==> src/rtl/sbs_pkg.sv <==
package sbs_pkg;

    localparam int STATUS_W = 32;

    // status bit positions (software decodes these)
    localparam int ST_RXEN   = 0;
    localparam int ST_TXEN   = 1;
    localparam int ST_MST    = 2;
    localparam int ST_BLK    = 3;
    localparam int ST_TRI    = 4;
    localparam int ST_TXC    = 5;
    localparam int ST_TXBL   = 6;
    localparam int ST_DATAV  = 7;
    localparam int ST_RXFULL = 8;

    // index of each command-controlled flag inside the flag bank
    typedef enum logic [2:0] {
        FL_RXEN = 3'd0,
        FL_TXEN = 3'd1,
        FL_MST  = 3'd2,
        FL_BLK  = 3'd3,
        FL_TRI  = 3'd4
    } flag_idx_e;

    localparam int N_FLAGS = 5;

endpackage

==> src/rtl/sbs_flag_bank.sv <==
module sbs_flag_bank #(
    parameter int N = 5
) (
    input  logic         clk,
    input  logic         rst_n,
    input  logic [N-1:0] set_i,
    input  logic [N-1:0] clr_i,
    output logic [N-1:0] flag_o
);

    typedef struct packed {
        logic [N-1:0] flags;
    } bank_t;

    bank_t st_d, st_q;

    always_comb begin
        st_d = st_q;
        for (int k = 0; k < N; k++) begin
            if (clr_i[k]) begin
                st_d.flags[k] = 1'b0;
            end else if (set_i[k]) begin
                st_d.flags[k] = 1'b1;
            end
        end
    end

    always_ff @(posedge clk or negedge rst_n) begin
        if (!rst_n) begin
            st_q <= '0;
        end else begin
            st_q <= st_d;
        end
    end

    assign flag_o = st_q.flags;

    for (genvar g = 0; g < N; g++) begin : g_chk
        // clear strobe dominates
        a_r11_clear_wins: assert property (@(posedge clk) disable iff (!rst_n)
            clr_i[g] |=> !flag_o[g]);
        a_r11_set_takes: assert property (@(posedge clk) disable iff (!rst_n)
            (set_i[g] && !clr_i[g]) |=> flag_o[g]);
    end

endmodule

==> src/rtl/sbs_tx_track.sv <==
module sbs_tx_track #(
    parameter int DEPTH = 2
) (
    input  logic clk,
    input  logic rst_n,
    input  logic wr_i,
    input  logic sent_i,
    input  logic thr_i,
    output logic level_o,
    output logic done_o
);

    localparam int CW   = $clog2(DEPTH + 1);
    localparam int HALF = DEPTH / 2;

    typedef struct packed {
        logic [CW-1:0] cnt;
        logic          done;
    } tx_t;

    tx_t st_d, st_q;
    logic accept, retire;

    always_comb begin
        st_d   = st_q;
        accept = wr_i && (st_q.cnt < CW'(DEPTH));
        retire = sent_i && (st_q.cnt != '0);
        if (accept && !retire) begin
            st_d.cnt = st_q.cnt + 1'b1;
        end else if (retire && !accept) begin
            st_d.cnt = st_q.cnt - 1'b1;
        end
        if (wr_i) begin
            st_d.done = 1'b0;
        end else if (retire && st_q.cnt == CW'(1)) begin
            st_d.done = 1'b1;
        end
    end

    always_ff @(posedge clk or negedge rst_n) begin
        if (!rst_n) begin
            st_q <= '0;
        end else begin
            st_q <= st_d;
        end
    end

    always_comb begin
        if (thr_i) begin
            level_o = (st_q.cnt <= CW'(HALF));
        end else begin
            level_o = (st_q.cnt == '0);
        end
    end

    assign done_o = st_q.done;

    // a write into a full buffer leaves the occupancy unchanged
    a_r9_full_write_ignored: assert property (@(posedge clk) disable iff (!rst_n)
        (wr_i && !sent_i && st_q.cnt == CW'(DEPTH)) |=> st_q.cnt == CW'(DEPTH));
    // retire on an empty buffer does nothing
    a_r9_empty_retire_ignored: assert property (@(posedge clk) disable iff (!rst_n)
        (sent_i && !wr_i && st_q.cnt == '0) |=> (st_q.cnt == '0 && $stable(done_o)));
    // any write clears transmit complete
    a_r8_write_clears_done: assert property (@(posedge clk) disable iff (!rst_n)
        wr_i |=> !done_o);
    // transmit complete only rises after a retire
    a_r8_done_after_sent: assert property (@(posedge clk) disable iff (!rst_n)
        $rose(done_o) |-> $past(sent_i));

endmodule

==> src/rtl/sbs_rx_queue.sv <==
module sbs_rx_queue #(
    parameter int DEPTH  = 2,
    parameter int DATA_W = 8
) (
    input  logic              clk,
    input  logic              rst_n,
    input  logic              frame_i,
    input  logic [DATA_W-1:0] data_i,
    input  logic              blk_i,
    input  logic              rd_i,
    output logic [DATA_W-1:0] rd_data_o,
    output logic              datav_o,
    output logic              full_o,
    output logic              ovf_o,
    output logic              dsc_o
);

    // DEPTH buffer entries plus one slot standing for the shift register
    localparam int CAP = DEPTH + 1;
    localparam int CW  = $clog2(CAP + 1);

    typedef struct packed {
        logic [CAP-1:0][DATA_W-1:0] mem;
        logic [CW-1:0]              cnt;
        logic                       ovf;
        logic                       dsc;
    } rx_t;

    rx_t st_d, st_q;

    always_comb begin
        st_d     = st_q;
        st_d.ovf = 1'b0;
        st_d.dsc = 1'b0;
        // pop first so a same-cycle arrival can reuse the freed slot
        if (rd_i && st_q.cnt != '0) begin
            for (int i = 0; i < CAP - 1; i++) begin
                st_d.mem[i] = st_q.mem[i+1];
            end
            st_d.mem[CAP-1] = '0;
            st_d.cnt        = st_q.cnt - 1'b1;
        end
        if (frame_i) begin
            if (blk_i) begin
                st_d.dsc = 1'b1;
            end else if (st_d.cnt < CW'(CAP)) begin
                for (int i = 0; i < CAP; i++) begin
                    if (CW'(i) == st_d.cnt) begin
                        st_d.mem[i] = data_i;
                    end
                end
                st_d.cnt = st_d.cnt + 1'b1;
            end else begin
                st_d.ovf = 1'b1;
            end
        end
    end

    always_ff @(posedge clk or negedge rst_n) begin
        if (!rst_n) begin
            st_q <= '0;
        end else begin
            st_q <= st_d;
        end
    end

    assign rd_data_o = (st_q.cnt != '0) ? st_q.mem[0] : '0;
    assign datav_o   = (st_q.cnt != '0);
    assign full_o    = (st_q.cnt >= CW'(DEPTH));
    assign ovf_o     = st_q.ovf;
    assign dsc_o     = st_q.dsc;

    // overflow only when every slot was taken and nothing was read
    a_r5_ovf_only_when_full: assert property (@(posedge clk) disable iff (!rst_n)
        ovf_o |-> ($past(st_q.cnt) == CW'(CAP) && !$past(rd_i)));
    // a blocked frame never grows the storage
    a_r6_blocked_no_growth: assert property (@(posedge clk) disable iff (!rst_n)
        (frame_i && blk_i) |=> (dsc_o && st_q.cnt <= $past(st_q.cnt)));
    // reading empty storage with no arrival leaves it empty
    a_r10_empty_read_noop: assert property (@(posedge clk) disable iff (!rst_n)
        (rd_i && st_q.cnt == '0 && !frame_i) |=> (st_q.cnt == '0 && rd_data_o == '0));
    // while full, an unblocked frame is still taken when a slot is left
    a_r4_extra_slot: assert property (@(posedge clk) disable iff (!rst_n)
        (frame_i && !blk_i && !rd_i && st_q.cnt == CW'(DEPTH)) |=> (!ovf_o && st_q.cnt == CW'(CAP)));

endmodule

==> src/rtl/serial_buf_status.sv <==
module serial_buf_status
    import sbs_pkg::*;
#(
    parameter int TX_DEPTH = 2,
    parameter int RX_DEPTH = 2,
    parameter int DATA_W   = 8
) (
    input  logic                clk,
    input  logic                rst_n,
    input  logic                cmd_rx_en,
    input  logic                cmd_rx_dis,
    input  logic                cmd_tx_en,
    input  logic                cmd_tx_dis,
    input  logic                cmd_mst_en,
    input  logic                cmd_mst_dis,
    input  logic                cmd_blk_en,
    input  logic                cmd_blk_dis,
    input  logic                cmd_tri_en,
    input  logic                cmd_tri_dis,
    input  logic                tx_wr,
    input  logic                tx_sent,
    input  logic                half_thr,
    input  logic                rx_done,
    input  logic [DATA_W-1:0]   rx_data,
    input  logic                rx_rd,
    output logic [DATA_W-1:0]   rd_data,
    output logic [STATUS_W-1:0] status,
    output logic                rx_ovf,
    output logic                rx_blk_drop
);

    logic [N_FLAGS-1:0] fl_set, fl_clr, fl_q;
    logic tx_level, tx_done, rx_valid, rx_full;

    always_comb begin
        fl_set = '0;
        fl_clr = '0;
        fl_set[FL_RXEN] = cmd_rx_en;
        fl_clr[FL_RXEN] = cmd_rx_dis;
        fl_set[FL_TXEN] = cmd_tx_en;
        fl_clr[FL_TXEN] = cmd_tx_dis;
        fl_set[FL_MST]  = cmd_mst_en;
        fl_clr[FL_MST]  = cmd_mst_dis;
        fl_set[FL_BLK]  = cmd_blk_en;
        fl_clr[FL_BLK]  = cmd_blk_dis;
        fl_set[FL_TRI]  = cmd_tri_en;
        fl_clr[FL_TRI]  = cmd_tri_dis | cmd_tx_en;
    end

    sbs_flag_bank #(.N(N_FLAGS)) u_flags (
        .clk    (clk),
        .rst_n  (rst_n),
        .set_i  (fl_set),
        .clr_i  (fl_clr),
        .flag_o (fl_q)
    );

    sbs_tx_track #(.DEPTH(TX_DEPTH)) u_tx (
        .clk     (clk),
        .rst_n   (rst_n),
        .wr_i    (tx_wr),
        .sent_i  (tx_sent),
        .thr_i   (half_thr),
        .level_o (tx_level),
        .done_o  (tx_done)
    );

    sbs_rx_queue #(.DEPTH(RX_DEPTH), .DATA_W(DATA_W)) u_rx (
        .clk       (clk),
        .rst_n     (rst_n),
        .frame_i   (rx_done),
        .data_i    (rx_data),
        .blk_i     (fl_q[FL_BLK]),
        .rd_i      (rx_rd),
        .rd_data_o (rd_data),
        .datav_o   (rx_valid),
        .full_o    (rx_full),
        .ovf_o     (rx_ovf),
        .dsc_o     (rx_blk_drop)
    );

    always_comb begin
        status            = '0;
        status[ST_RXEN]   = fl_q[FL_RXEN];
        status[ST_TXEN]   = fl_q[FL_TXEN];
        status[ST_MST]    = fl_q[FL_MST];
        status[ST_BLK]    = fl_q[FL_BLK];
        status[ST_TRI]    = fl_q[FL_TRI];
        status[ST_TXC]    = tx_done;
        status[ST_TXBL]   = tx_level;
        status[ST_DATAV]  = rx_valid;
        status[ST_RXFULL] = rx_full;
    end

    // enabling the transmitter output removes the tristate
    a_r12_txen_clears_tri: assert property (@(posedge clk) disable iff (!rst_n)
        cmd_tx_en |=> !status[ST_TRI]);
    // the storage cannot be full without holding data
    a_r3_full_has_data: assert property (@(posedge clk) disable iff (!rst_n)
        status[ST_RXFULL] |-> status[ST_DATAV]);
    // blocking drop and overflow never report the same frame
    a_r6_drop_kinds_exclusive: assert property (@(posedge clk) disable iff (!rst_n)
        !(rx_ovf && rx_blk_drop));

endmodule

==> config.mk <==
export PLATFORM = sky130hd
export DESIGN_NAME = serial_buf_status
export DESIGN_NICKNAME = d
export VERILOG_FILES = /design/src/rtl/sbs_pkg.sv /design/src/rtl/sbs_flag_bank.sv /design/src/rtl/sbs_tx_track.sv /design/src/rtl/sbs_rx_queue.sv /design/src/rtl/serial_buf_status.sv
export SDC_FILE = /design/constraint.sdc
export NUM_CORES = 1
export LEC_CHECK = 0
export BUFFER_PORTS_ARGS = -buffer_cell sky130_fd_sc_hd__buf_4
export CORE_ASPECT_RATIO = 1.25
export CORE_MARGIN = 2
export CORE_UTILIZATION = 44
export CTS_CLUSTER_SIZE = 14
export DETAILED_ROUTE_END_ITERATION = 10
export PLACE_DENSITY = 0.7
export SLEW_MARGIN = 20
export SYNTH_ARGS = -nofsm -noshare
export SYNTH_HDL_FRONTEND = slang
export SYNTH_SLANG_ARGS = --single-unit
==> constraint.sdc <==
create_clock -name clk -period 2.44 [get_ports clk]
set_input_delay 0.488 -clock clk [delete_from_list [all_inputs] [get_ports clk]]
set_output_delay 0.488 -clock clk [all_outputs]
set_load 0.01 [all_outputs]
Word-level counts from Yosys, hierarchy flattened
Index checks and enable logic that the tools add are counted.

$add $sub $neg: 4. Magnitude comparators: 4. Equality and inequality tests: 3. Muxes and demuxes: 25. Bitwise logic cells: 1. Reductions and logical operators: 19.

Operator list (number): $mux W26 (2); $mux W8 (4); $mux W28 (1); $mux W27 (1); $reduce_bool A2 Y1 (9); $mux W1 (15); $logic_and A1 B1 Y1 (6); $add A2 B1 Y2 const B (2); $logic_not A2 Y1 (2); $lt A2 B2 Y1 const B (2); $mux W2 (2); $sub A2 B1 Y2 const B (2); $eq A1 B2 Y1 const A (1); $eq A2 B1 Y1 const B (1); $eq A2 B2 Y1 const A (1); $ge A2 B2 Y1 const B (1); $le A2 B1 Y1 const B (1); $logic_not A1 Y1 (2); $or A1 B1 Y1 (1).

Bits in registers: 36. Input port bits: 25. Output and inout bits: 42. Logic and storage cells: 69.

Logic depth before layout (Yosys ltp)
Gate-level depths: netlist of the first run.

Depth in word-level cells: 8. Depth in mapped cells: 7. Mapped depth without buffers: 6.

By module
From an unflattened synthesis of the first run, not the netlist that was laid out.

Cell total of the unflattened synthesis: 188. Area total of the unflattened synthesis: 1981.9 sq um.

By module, submodules not included: sbs_rx_queue (times used 1, cells an instance 129, area each 1405.1 sq um, seq. area each 700.7 sq um); serial_buf_status (times used 1, cells an instance 29, area each 212.7 sq um, seq. area each 0.0 sq um); sbs_tx_track (times used 1, cells an instance 20, area each 188.9 sq um, seq. area each 75.1 sq um); sbs_flag_bank (times used 1, cells an instance 10, area each 175.2 sq um, seq. area each 125.1 sq um).

Least setup slack after synthesis of the first run
No wires, ideal clock.

Path type: reg2reg. From: register u_rx.st_q[2] in the netlist's numbering. To: register u_rx.st_q[12] in the netlist's numbering. Library setup time: 0.144 ns. Arrival time: 1.656 ns. Data required time: 2.296 ns. Setup slack: 0.640 ns. Cell stages (with the launch flop): 7. Path buffers: 1. Period minus slack after synthesis: 1.800 ns. Path through: dfrtp_1 > buf_6 > inv_2 > ha_1 > nand3b_2 > o22ai_4 > a221oi_2.

RTL lines: start, declared (line sbs_rx_queue.sv:29) `rx_t st_d, st_q;`; start signal, assigned (line sbs_rx_queue.sv:63) `st_q <= st_d;`.

Worst setup path in the final report of the first run
From: register u_rx.st_q[3] in the netlist's numbering. To: output rd_data[5].

Word-level cells in the longest chain between the ends: 2.

RTL lines: $reduce_bool A2 Y1 (line sbs_rx_queue.sv:67) `assign rd_data_o = (st_q.cnt != '0) ? st_q.mem[0] : '0;`; $mux W8 (line sbs_rx_queue.sv:67); end, declared (line serial_buf_status.sv:26) `output logic [DATA_W-1:0] rd_data,`.

Every way passes these cells.

==> flow_summary.json, run 1 <==
{
  "p_per_area_nw_per_um2": 1130,
  "yosysSeqAreaShare": 0.407,
  "synthTopCellsByArea": "dfrtp_1 41%, a221oi_2 11%, buf_4 9.5%",
  "drt_iter0_markers": 36,
  "syn_area_um2": 2210,
  "netlist_top_cells_count": "36 x dfrtp_1, 28 x buf_4, 23 x nor2_1",
  "path_class": "reg2out",
  "totalWireLength_um": 4000,
  "num_io_pins": 67,
  "clockRootBuffer": "clkbuf_8",
  "crit_slowest_cell": "dfrtp_1",
  "die_h_um": 83.3,
  "ant_nets": 0,
  "regToRegEndpoint": "u_rx.st_q[12]$_DFF_PN0_",
  "diodes": 0,
  "hpwl_um": 3010,
  "cts_num_sinks": 36,
  "ys_seq_elements": 36,
  "yosys.area.top_type": "dfrtp_1",
  "rsz0062_at_grt": "false",
  "drive_gt1_frac": 0.341,
  "finalCriticalPeriod_ns": 2.23,
  "ys_warn_count": 0,
  "crit_path_max_fanout": 13,
  "regArea_um2": 901,
  "required_ns": 1.95,
  "clk_pin_slew_ns": 0.07,
  "die_w_um": 67.4,
  "cts_setup_buffers": 0,
  "die_area_um2": 5610,
  "grt_usage": 0.156,
  "ys.flop_type": "dfrtp_1",
  "wire_per_inst_um": 13.1,
  "syn_area_per_cell_um2": 10.7,
  "globalplace.congestion": 0.799,
  "worstPathArrival_ns": 1.74,
  "grt_pass1_vias": 1457,
  "placed_cell_area_um2": 2450,
  "h-tree-depth": 2,
  "first_pass_iters": 4,
  "finalInstanceArea_um2": 2550,
  "fillers": 437,
  "tns_ns": 0,
  "synthCells": 206,
  "post-synth-top-count-cell": "dfrtp_1",
  "grt_pass1_wl_um": 6780,
  "r2r-start": "u_rx.st_q[3]$_DFF_PN0_",
  "post_cts_resize_count": 0,
  "vias": 1477,
  "fp-row-count": 28,
  "clk-insertion-delay-late_ns": 0.29,
  "async_reset_ff_frac": 1.00,
  "areaGrowthSynthToFinish_pct": 15.1,
  "crit_path_cell_trace": "inv_1, ha_1, and2b_1, buf_4",
  "hold_viol_final": 0,
  "relSlewSlack": 0.664,
  "vdd_drop_max_uv": 592,
  "cts_tree": "built",
  "fin_worst_skew_ns": 0.00415,
  "reg2reg_slack_ns": 0.44,
  "cpPeakStageDelay_ns": 0.49,
  "drcViolationCount": 0,
  "initial_utilization": 0.461,
  "grt_remaining_overflow": 0,
  "cp-start-kind": "flop",
  "multi_input_area_um2": 1050,
  "hp-class": "in2async",
  "period_share": 0.913,
  "worst_slew_pin_slew_ns": 0.502,
  "fmax_ghz": 0.449,
  "clk_path_buf_depth": 2,
  "antenna_found_initial": 0,
  "synth_top_area_frac": 0.407,
  "yosysUniqueCellTypes": 41,
  "viasPerCell": 4.83,
  "r2r_cells": 5,
  "slew_viol_final": 0,
  "grt_max_degree": 37,
  "portBuffers": 43,
  "core-area_um2": 4800,
  "max-cap-violations": 0,
  "synth_edf_count": 0,
  "setup_viol": 0,
  "finalNetCount": 275,
  "cts_hold_buf": 0,
  "cts_buffers": 5,
  "status": "complete, no violations",
  "worstSetupEndpointType": "primary output",
  "p_leak_nw": 1.17,
  "final_util": 0.531
}
worst max-delay path by stage:
stage                                 from                       to  slack [ns]  cells past startpoint
finish              u_rx.st_q[3]$_DFF_PN0_               rd_data[5]        0.21                      4
global route        u_rx.st_q[3]$_DFF_PN0_               rd_data[5]        0.11                      4
CTS                 u_rx.st_q[3]$_DFF_PN0_               rd_data[5]        0.19                      4
detailed placement  u_rx.st_q[3]$_DFF_PN0_  u_rx.st_q[12]$_DFF_PN0_        0.44                      5
global placement    u_rx.st_q[3]$_DFF_PN0_  u_rx.st_q[12]$_DFF_PN0_        0.52                      5
floorplan           u_rx.st_q[2]$_DFF_PN0_  u_rx.st_q[12]$_DFF_PN0_        0.64                      6
flip-flops by register name, summed over array words and instances (netlist names):
| signal | flops |
|---|---|
| u_rx.dsc_o | 1 |
| u_rx.ovf_o | 1 |
| u_tx.done_o | 1 |
| u_rx.st_q | 26 |
| u_tx.st_q | 2 |
| u_flags.flag_o | 5 |
logic make-up (layout without fill, tap and decap cells):
logic type | Yosys count | in the layout | share of synthesized area
AND/OR/NAND/NOR | 65 | 65 | 0.173
buffers and inverters | 58 | 76 | 0.156
AO/OA/AOI/OAI | 39 | 39 | 0.226
flip-flops | 36 | 36 | 0.407
adder cells (fa/ha/maj) | 5 | 5 | 0.0283
XOR/XNOR | 2 | 2 | 0.00792
other | 1 | 23 | 0.00170
critical path: cells and delay by family, from the launching register on:
| family | cells | cell delay, ns |
|---|---|---|
| adder cells (fa/ha/maj) | 1 | 0.44 |
| buffers and inverters | 2 | 0.27 |
| AND/OR/NAND/NOR | 1 | 0.25 |
| flip-flops | 1 | 0.49 |
through the flow:
step / power [W] / hold slack, ns / std cells / setup slack (ns)
2_1_floorplan: 0.00212 / 0.192 / 228 / 0.640
3_3_place_gp: 0.00242 / 0.474 / 298 / 0.520
3_5_place_dp: 0.00245 / 0.476 / 298 / 0.438
4_1_cts: 0.00291 / 0.165 / 306 / 0.187
5_1_grt: 0.00309 / 0.181 / 306 / 0.106
6_report: 0.00288 / 0.143 / 306 / 0.212
layer usage:
| metal | wire length, um | global-route usage | up-vias | share of wire |
|---|---|---|---|---|
| met4 | 60 | 0.0668 | 0 | 0.015 |
| met2 | 1970 | 0.260 | 51 | 0.49 |
| met1 | 1740 | 0.194 | 673 | 0.43 |
| met3 | 228 | 0.0257 | 5 | 0.057 |
| met5 | 0 | 0 | - | 0 |
| li1 | - | - | 748 | - |
final cells by class:
| cell class | instances | area share |
|---|---|---|
| sequential | 36 | 0.354 |
| multi-input combinational | 134 | 0.412 |
| tap | 60 | 0.0295 |
| inverter | 22 | 0.0324 |
| clock buffer | 7 | 0.0339 |
| timing repair buffer | 46 | 0.136 |
| clock inverter | 1 | 0.00295 |
power breakdown:
group	total [W]	leakage [nW]	switching, W	internal (W)
Clock	0.000444	0.0445	0.000215	0.000229
Combinational	0.00148	0.678	0.000790	0.000694
Sequential	0.000949	0.445	0.000132	0.000817
cells in the final DEF, fill, tap and decap left out, types with 5 or more instances in the layout:
cell,count
a221oi_2,16
a32o_1,8
ha_1,5
nor2_1,23
conb_1,23
nor3_1,18
clkbuf_8,6
buf_4,46
and2b_1,6
inv_1,21
dfrtp_1,36
Note: power is estimated with default switching activity, not from simulation.
==> inputs of run 2 (changes only) <==
--- a/config.mk
+++ b/config.mk
@@ -5,6 +5,7 @@
 export SDC_FILE = /design/constraint.sdc
 export NUM_CORES = 1
 export LEC_CHECK = 0
+export ABC_AREA = 1
 export BUFFER_PORTS_ARGS = -buffer_cell sky130_fd_sc_hd__buf_4
 export CORE_ASPECT_RATIO = 1.25
 export CORE_MARGIN = 2
==> run 2 against run 1 <==
Global-route usage rose by 0.16 points. Sequential power fell by 8.7%. Clock power fell by 5.9%. Largest cell class unchanged. Hold slack improved by 0.0022 ns. Critical endpoint is now u_rx.st_q[16]$_DFF_PN0_. Design area fell by 2.9%. Register-to-register slack improved by 0.12 ns. Utilization fell by 1.5 points. Count of clock-buffer cells in the layout fell by 2. Synthesized cell count rose by 33%. Wire length fell by 0.55%. Via count rose by 14%. Largest power group unchanged. Power fell by 18%.
==> flow_summary.json, run 2 <==
{
  "status": "complete, no violations",
  "regMostFlops": "u_rx.st_q",
  "h-tree-depth": 2,
  "yosys.area.top_type": "dfrtp_1",
  "switchingPower_w": 0.000968,
  "post-synth-top-count-cell": "nand2_1",
  "diodes": 0,
  "vias": 1682,
  "path_class": "reg2reg",
  "syn_area_per_cell_um2": 8.10,
  "p_leak_nw": 1.33,
  "ys_warn_count": 0,
  "hp-class": "in2async",
  "grt_pass1_wl_um": 6940,
  "synth_top_area_frac": 0.406,
  "yosysSeqAreaShare": 0.406,
  "cts_hold_buf": 0,
  "finalNetCount": 338,
  "netlist_top_cells_count": "71 x nand2_1, 36 x dfrtp_1, 29 x buf_4, 29 x nor2_1",
  "finalNonFillerCells": 369,
  "fillers": 476,
  "period_share": 0.772,
  "pwr-share-clk": 0.177,
  "clockRootBuffer": "clkbuf_8",
  "core-area_um2": 4800,
  "syn_area_um2": 2220,
  "antenna_found_initial": 0,
  "ant_nets": 0,
  "cts_buffers": 5,
  "initial_utilization": 0.462,
  "grt_usage": 0.158,
  "internal_power_w": 0.00140,
  "p_per_area_nw_per_um2": 958,
  "clk_path_buf_depth": 2,
  "r2r-start": "u_rx.st_q[2]$_DFF_PN0_",
  "die_w_um": 67.5,
  "max-cap-violations": 0,
  "globalplace.congestion": 0.827,
  "num_io_pins": 67,
  "comb_power_share": 0.458,
  "first_pass_iters": 4,
  "fin_worst_skew_ns": 0.00814,
  "portBuffers": 43,
  "setup_viol": 0,
  "fp-row-count": 28,
  "rsz0062_at_grt": "false",
  "synthTopCellsByArea": "dfrtp_1 41%, nand2_1 12%, buf_4 9.8%",
  "cts_setup_buffers": 0,
  "drive_gt1_frac": 0.223,
  "fmax_ghz": 0.531,
  "worstSetupEndpointType": "flop",
  "worstPathArrival_ns": 2.06,
  "swShare": 0.409,
  "die_h_um": 83.4,
  "viasPerCell": 4.56,
  "finalCriticalPeriod_ns": 1.88,
  "vdd_drop_max_uv": 335,
  "hold_viol_final": 0,
  "wire_per_inst_um": 10.8,
  "synthCells": 274,
  "tns_ns": 0,
  "crit_path_max_fanout": 21,
  "slew_viol_final": 0,
  "drcViolationCount": 0,
  "cp-start-kind": "flop",
  "final_util": 0.515,
  "async_reset_ff_frac": 1.00,
  "grt_max_degree": 37,
  "totalWireLength_um": 3980,
  "grt_remaining_overflow": 0,
  "largest_reg_flops": 26,
  "whs_ns": 0.146,
  "crit_start": "u_rx.st_q[2]$_DFF_PN0_",
  "required_ns": 2.62,
  "cts_tree": "built",
  "dp.cells": 361,
  "ys.flop_type": "dfrtp_1",
  "clk-insertion-delay-late_ns": 0.29,
  "layout.cells.most_common": "nand2_1",
  "post_cts_resize_count": 0,
  "die_area_um2": 5630,
  "mostFrequentLayoutCells": "71 x nand2_1, 45 x buf_4, 36 x dfrtp_1",
  "clk_pin_slew_ns": 0.08,
  "ys_seq_elements": 36,
  "seqPwrFrac": 0.365,
  "drt_iter0_markers": 81,
  "yosysUniqueCellTypes": 28,
  "synth_edf_count": 0,
  "areaGrowthSynthToFinish_pct": 11.4,
  "hpwl_um": 2860,
  "cts_num_sinks": 36,
  "grt_pass1_vias": 1526
}
run 2: cell types whose count changed after synthesis, sizes merged, moves of 6 or more:
cell | before | now
inv | 22 | 28
nand2 | 2 | 78
nand3 | 0 | 7
nor2 | 23 | 30
a221oi | 16 | 0
nor3 | 18 | 1
a32o | 8 | 0
o21ai | 3 | 19
nand4 | 0 | 24
and2b | 7 | 0
run 2: worst paths after layout:
kind | end | cells after the start | slack [ns]
max reg2reg | u_rx.st_q[16]$_DFF_PN0_ | 9 | 0.56
max in group asynchronous | u_rx.st_q[12]$_DFF_PN0_ | 1 | 1.97
min in group clk | u_flags.flag_o[3]$_DFFE_PN0P_ | 2 | 0.34
max | u_rx.st_q[16]$_DFF_PN0_ | 9 | 0.56
min reg2reg | u_flags.flag_o[1]$_DFFE_PN0P_ | 2 | 0.49
min | u_rx.dsc_o$_DFF_PN0_ | 1 | 0.15
run 2: cells by family (layout without fill, tap and decap cells):
| logic type | after synthesis | after routing | synth area share |
|---|---|---|---|
| AOI/OAI and AO/OA | 20 | 20 | 0.0451 |
| xor gates and xnor gates | 2 | 2 | 0.00789 |
| adders and majority gates | 5 | 5 | 0.0282 |
| buffers and inverters | 68 | 81 | 0.198 |
| DFF | 36 | 36 | 0.406 |
| other | 1 | 23 | 0.00169 |
| and+or+nand+nor | 142 | 142 | 0.313 |
run 2: power groups by stage:
stage	Sequential, W	Clock (W)	Combinational (W)
floorplan	0.000866	0	0.000930
global placement	0.000873	0	0.00108
detailed placement	0.000877	0	0.00110
CTS	0.000865	0.000434	0.00110
global route	0.000892	0.000460	0.00124
finish	0.000866	0.000418	0.00109
run 2: cell type report:
class / count / area [um^2] / share of cell area
Multi-Input combinational cell: 192 / 962 / 0.389
Sequential cell: 36 / 901 / 0.364
Tap cell: 60 / 75.1 / 0.0303
Timing Repair Buffer: 45 / 338 / 0.137
Inverter: 28 / 110 / 0.0445
Clock inverter: 3 / 18.8 / 0.00759
Clock buffer: 5 / 68.8 / 0.0278
run 2: critical path, cell delays in order (launching register included):
cell     delay (ns)
dfrtp_1        0.40
inv_2          0.11
ha_1           0.22
inv_4          0.07
nand2_4        0.20
nand2_1        0.11
nand2_2        0.33
nand3_4        0.19
nand2_1        0.10
nand2_1        0.05
run 2: metrics by stage:
stage	total power, W	cell area (um^2)	setup WS (ns)
floorplan	0.00180	2300	0.914
global placement	0.00196	2390	0.614
detailed placement	0.00198	2390	0.559
CTS	0.00240	2470	0.514
global route	0.00260	2470	0.348
finish	0.00237	2470	0.557
run 2: routing by layer:
| metal | wire length (um) | GRT usage | vias to the layer above |
|---|---|---|---|
| li1 | - | - | 887 |
| met1 | 1840 | 0.219 | 730 |
| met2 | 1830 | 0.239 | 61 |
| met3 | 236 | 0.0298 | 4 |
| met4 | 66 | 0.0612 | 0 |
| met5 | 0 | 0 | - |
==> inputs of run 3 (changes only) <==
--- a/config.mk
+++ b/config.mk
@@ -5,7 +5,7 @@
 export SDC_FILE = /design/constraint.sdc
 export NUM_CORES = 1
 export LEC_CHECK = 0
-export ABC_AREA = 1
+export ABC_AREA = 0
 export BUFFER_PORTS_ARGS = -buffer_cell sky130_fd_sc_hd__buf_4
 export CORE_ASPECT_RATIO = 1.25
 export CORE_MARGIN = 2
==> constraint.sdc (replaced) <==
create_clock -name clk -period 1.9 [get_ports clk]
set_input_delay 0.38 -clock clk [delete_from_list [all_inputs] [get_ports clk]]
set_output_delay 0.38 -clock clk [all_outputs]
set_load 0.01 [all_outputs]
==> run 3 against run 2 <==
Critical path depth fell by 4. Clock skew fell by 0.0015 ns. Global-route usage rose by 0.66 points. Combinational power rose by 87%. Critical endpoint is now status[8]. Wire length rose by 8.9%. Worst setup slack got worse by 0.49 ns. Hold slack got worse by 0.11 ns. Clock power rose by 62%. Count of clock-buffer cells in the layout did not move. Register-to-register slack got worse by 0.22 ns. Power rose by 66%. Final cell count fell by 16%.
==> flow_summary.json, run 3 (synthesized netlist as in run 1, its figures left out) <==
{
  "p_leak_nw": 1.20,
  "num_io_pins": 67,
  "die_h_um": 83.3,
  "clk_path_buf_depth": 2,
  "ant_nets": 0,
  "period_share": 0.963,
  "die_area_um2": 5610,
  "placed_cell_area_um2": 2480,
  "grt_remaining_overflow": 0,
  "clk_pin_slew_ns": 0.07,
  "finalInstanceArea_um2": 2610,
  "h-tree-depth": 2,
  "initial_utilization": 0.461,
  "vdd_drop_max_uv": 484,
  "rsz0062_at_grt": "false",
  "diodes": 0,
  "setup_viol": 0,
  "hold_viol_final": 0,
  "globalplace.congestion": 0.828,
  "viasPerCell": 5.10,
  "die_w_um": 67.4,
  "vias": 1580,
  "clockRootBuffer": "clkbuf_8",
  "grt_pass1_wl_um": 7180,
  "finalCriticalPeriod_ns": 1.83,
  "crit_path_max_fanout": 5,
  "grt_max_degree": 37,
  "cp-start-kind": "flop",
  "cts_buffers": 5,
  "path_class": "reg2out",
  "cts_setup_buffers": 0,
  "worstPathArrival_ns": 1.45,
  "tns_ns": 0,
  "worstSetupEndpointType": "primary output",
  "fmax_ghz": 0.546,
  "worst_slew_pin_slew_ns": 0.533,
  "clk-insertion-delay-late_ns": 0.29,
  "largest_reg_flops": 26,
  "mostFrequentLayoutCells": "50 x buf_4, 36 x dfrtp_1, 23 x nor2_1, 23 x conb_1, 21 x inv_1",
  "hp-class": "in2async",
  "cts_hold_buf": 0,
  "drcViolationCount": 0,
  "regMostFlops": "u_rx.st_q",
  "slew_viol_final": 0,
  "max-cap-violations": 0,
  "grt_pass1_vias": 1527,
  "p_per_area_nw_per_um2": 1510,
  "core-area_um2": 4800,
  "cts_num_sinks": 36,
  "first_pass_iters": 4,
  "drive_gt1_frac": 0.360,
  "relSlewSlack": 0.643,
  "drt_iter0_markers": 66,
  "areaGrowthSynthToFinish_pct": 17.8,
  "cts_tree": "built",
  "hpwl_um": 3210,
  "status": "complete, no violations",
  "fin_worst_skew_ns": 0.00660,
  "portBuffers": 43,
  "wire_per_inst_um": 14.0,
  "required_ns": 1.52,
  "layout.cells.most_common": "buf_4",
  "fillers": 439,
  "totalWireLength_um": 4330,
  "antenna_found_initial": 0,
  "fp-row-count": 28,
  "finalNetCount": 279,
  "grt_usage": 0.164
}
-- run 3: cell count changes in the layout (fill, tap and decap cells not counted), moves of 8 or more --
cell | previous run | this run
nand2_1 | 71 | 2
nand4_1 | 24 | 0
nor3_1 | 1 | 18
a221oi_2 | 0 | 16
o21ai_0 | 16 | 1
a32o_1 | 0 | 8
-- run 3: timing repair --
| item | 4_1_cts | 5_1_grt |
|---|---|---|
| endpoints found under the hold margin | 0 | 0 |
| endpoints found under the setup margin | 6 | 6 |
| resized for setup | 1 | 1 |
-- run 3: path summary, 6_finish.rpt --
kind | start | to | slack [ns] | cells past startpoint
min in group clk | cmd_mst_dis | u_flags.flag_o[2]$_DFFE_PN0P_ | 0.22 | 2
hold reg to reg | u_rx.st_q[25]$_DFF_PN0_ | u_rx.st_q[25]$_DFF_PN0_ | 0.49 | 1
setup reg to reg | u_rx.st_q[3]$_DFF_PN0_ | u_rx.st_q[14]$_DFF_PN0_ | 0.34 | 6
hold / removal | rst_n | u_rx.st_q[3]$_DFF_PN0_ | 0.03 | 1
setup / recovery | u_rx.st_q[2]$_DFF_PN0_ | status[8] | 0.07 | 5
max in group asynchronous | rst_n | u_tx.done_o$_DFFE_PN0P_ | 1.53 | 1
-- run 3: metal layers --
layer / track usage / wire [um] / up-vias
met3: 0.0325 / 228 / 4
li1: - / - / 762
met5: 0 / 0 / -
met2: 0.278 / 2180 / 58
met4: 0.0501 / 51 / 0
met1: 0.206 / 1870 / 756
-- run 3: layout make-up --
cell class | count | area [um^2] | share of cell area
Multi-Input combinational cell | 134 | 1060 | 0.407
Sequential cell | 36 | 901 | 0.346
Timing Repair Buffer | 50 | 375 | 0.144
Inverter | 22 | 82.6 | 0.0317
Tap cell | 60 | 75.1 | 0.0288
Clock buffer | 5 | 68.8 | 0.0264
Clock inverter | 3 | 42.5 | 0.0163
-- run 3: metrics by stage --
step,power (W),cells,hold WS (ns),util,setup WS [ns]
after floorplan,0.00272,228,0.0844,-,0.0999
after global placement,0.00317,302,0.370,0.517,0.278
after detailed placement,0.00323,302,0.372,0.517,0.256
after CTS,0.00393,310,0.0540,0.541,0.000212
after global routing,0.00422,310,0.0724,0.543,0.000609
final,0.00392,310,0.0317,0.543,0.0695
-- run 3: worst max-delay path: stages, from the launching register on --
cell     delay [ns]
dfrtp_1        0.36
inv_2          0.06
buf_4          0.16
ha_1           0.18
or2_2          0.26
buf_4          0.14
-- run 3: power breakdown --
part / total (W) / internal (W) / switching (W)
sequential: 0.00121 / 0.00105 / 0.000159
clock: 0.000677 / 0.000388 / 0.000289
combinational: 0.00204 / 0.000974 / 0.00106
total: 0.00392 / 0.00241 / 0.00151
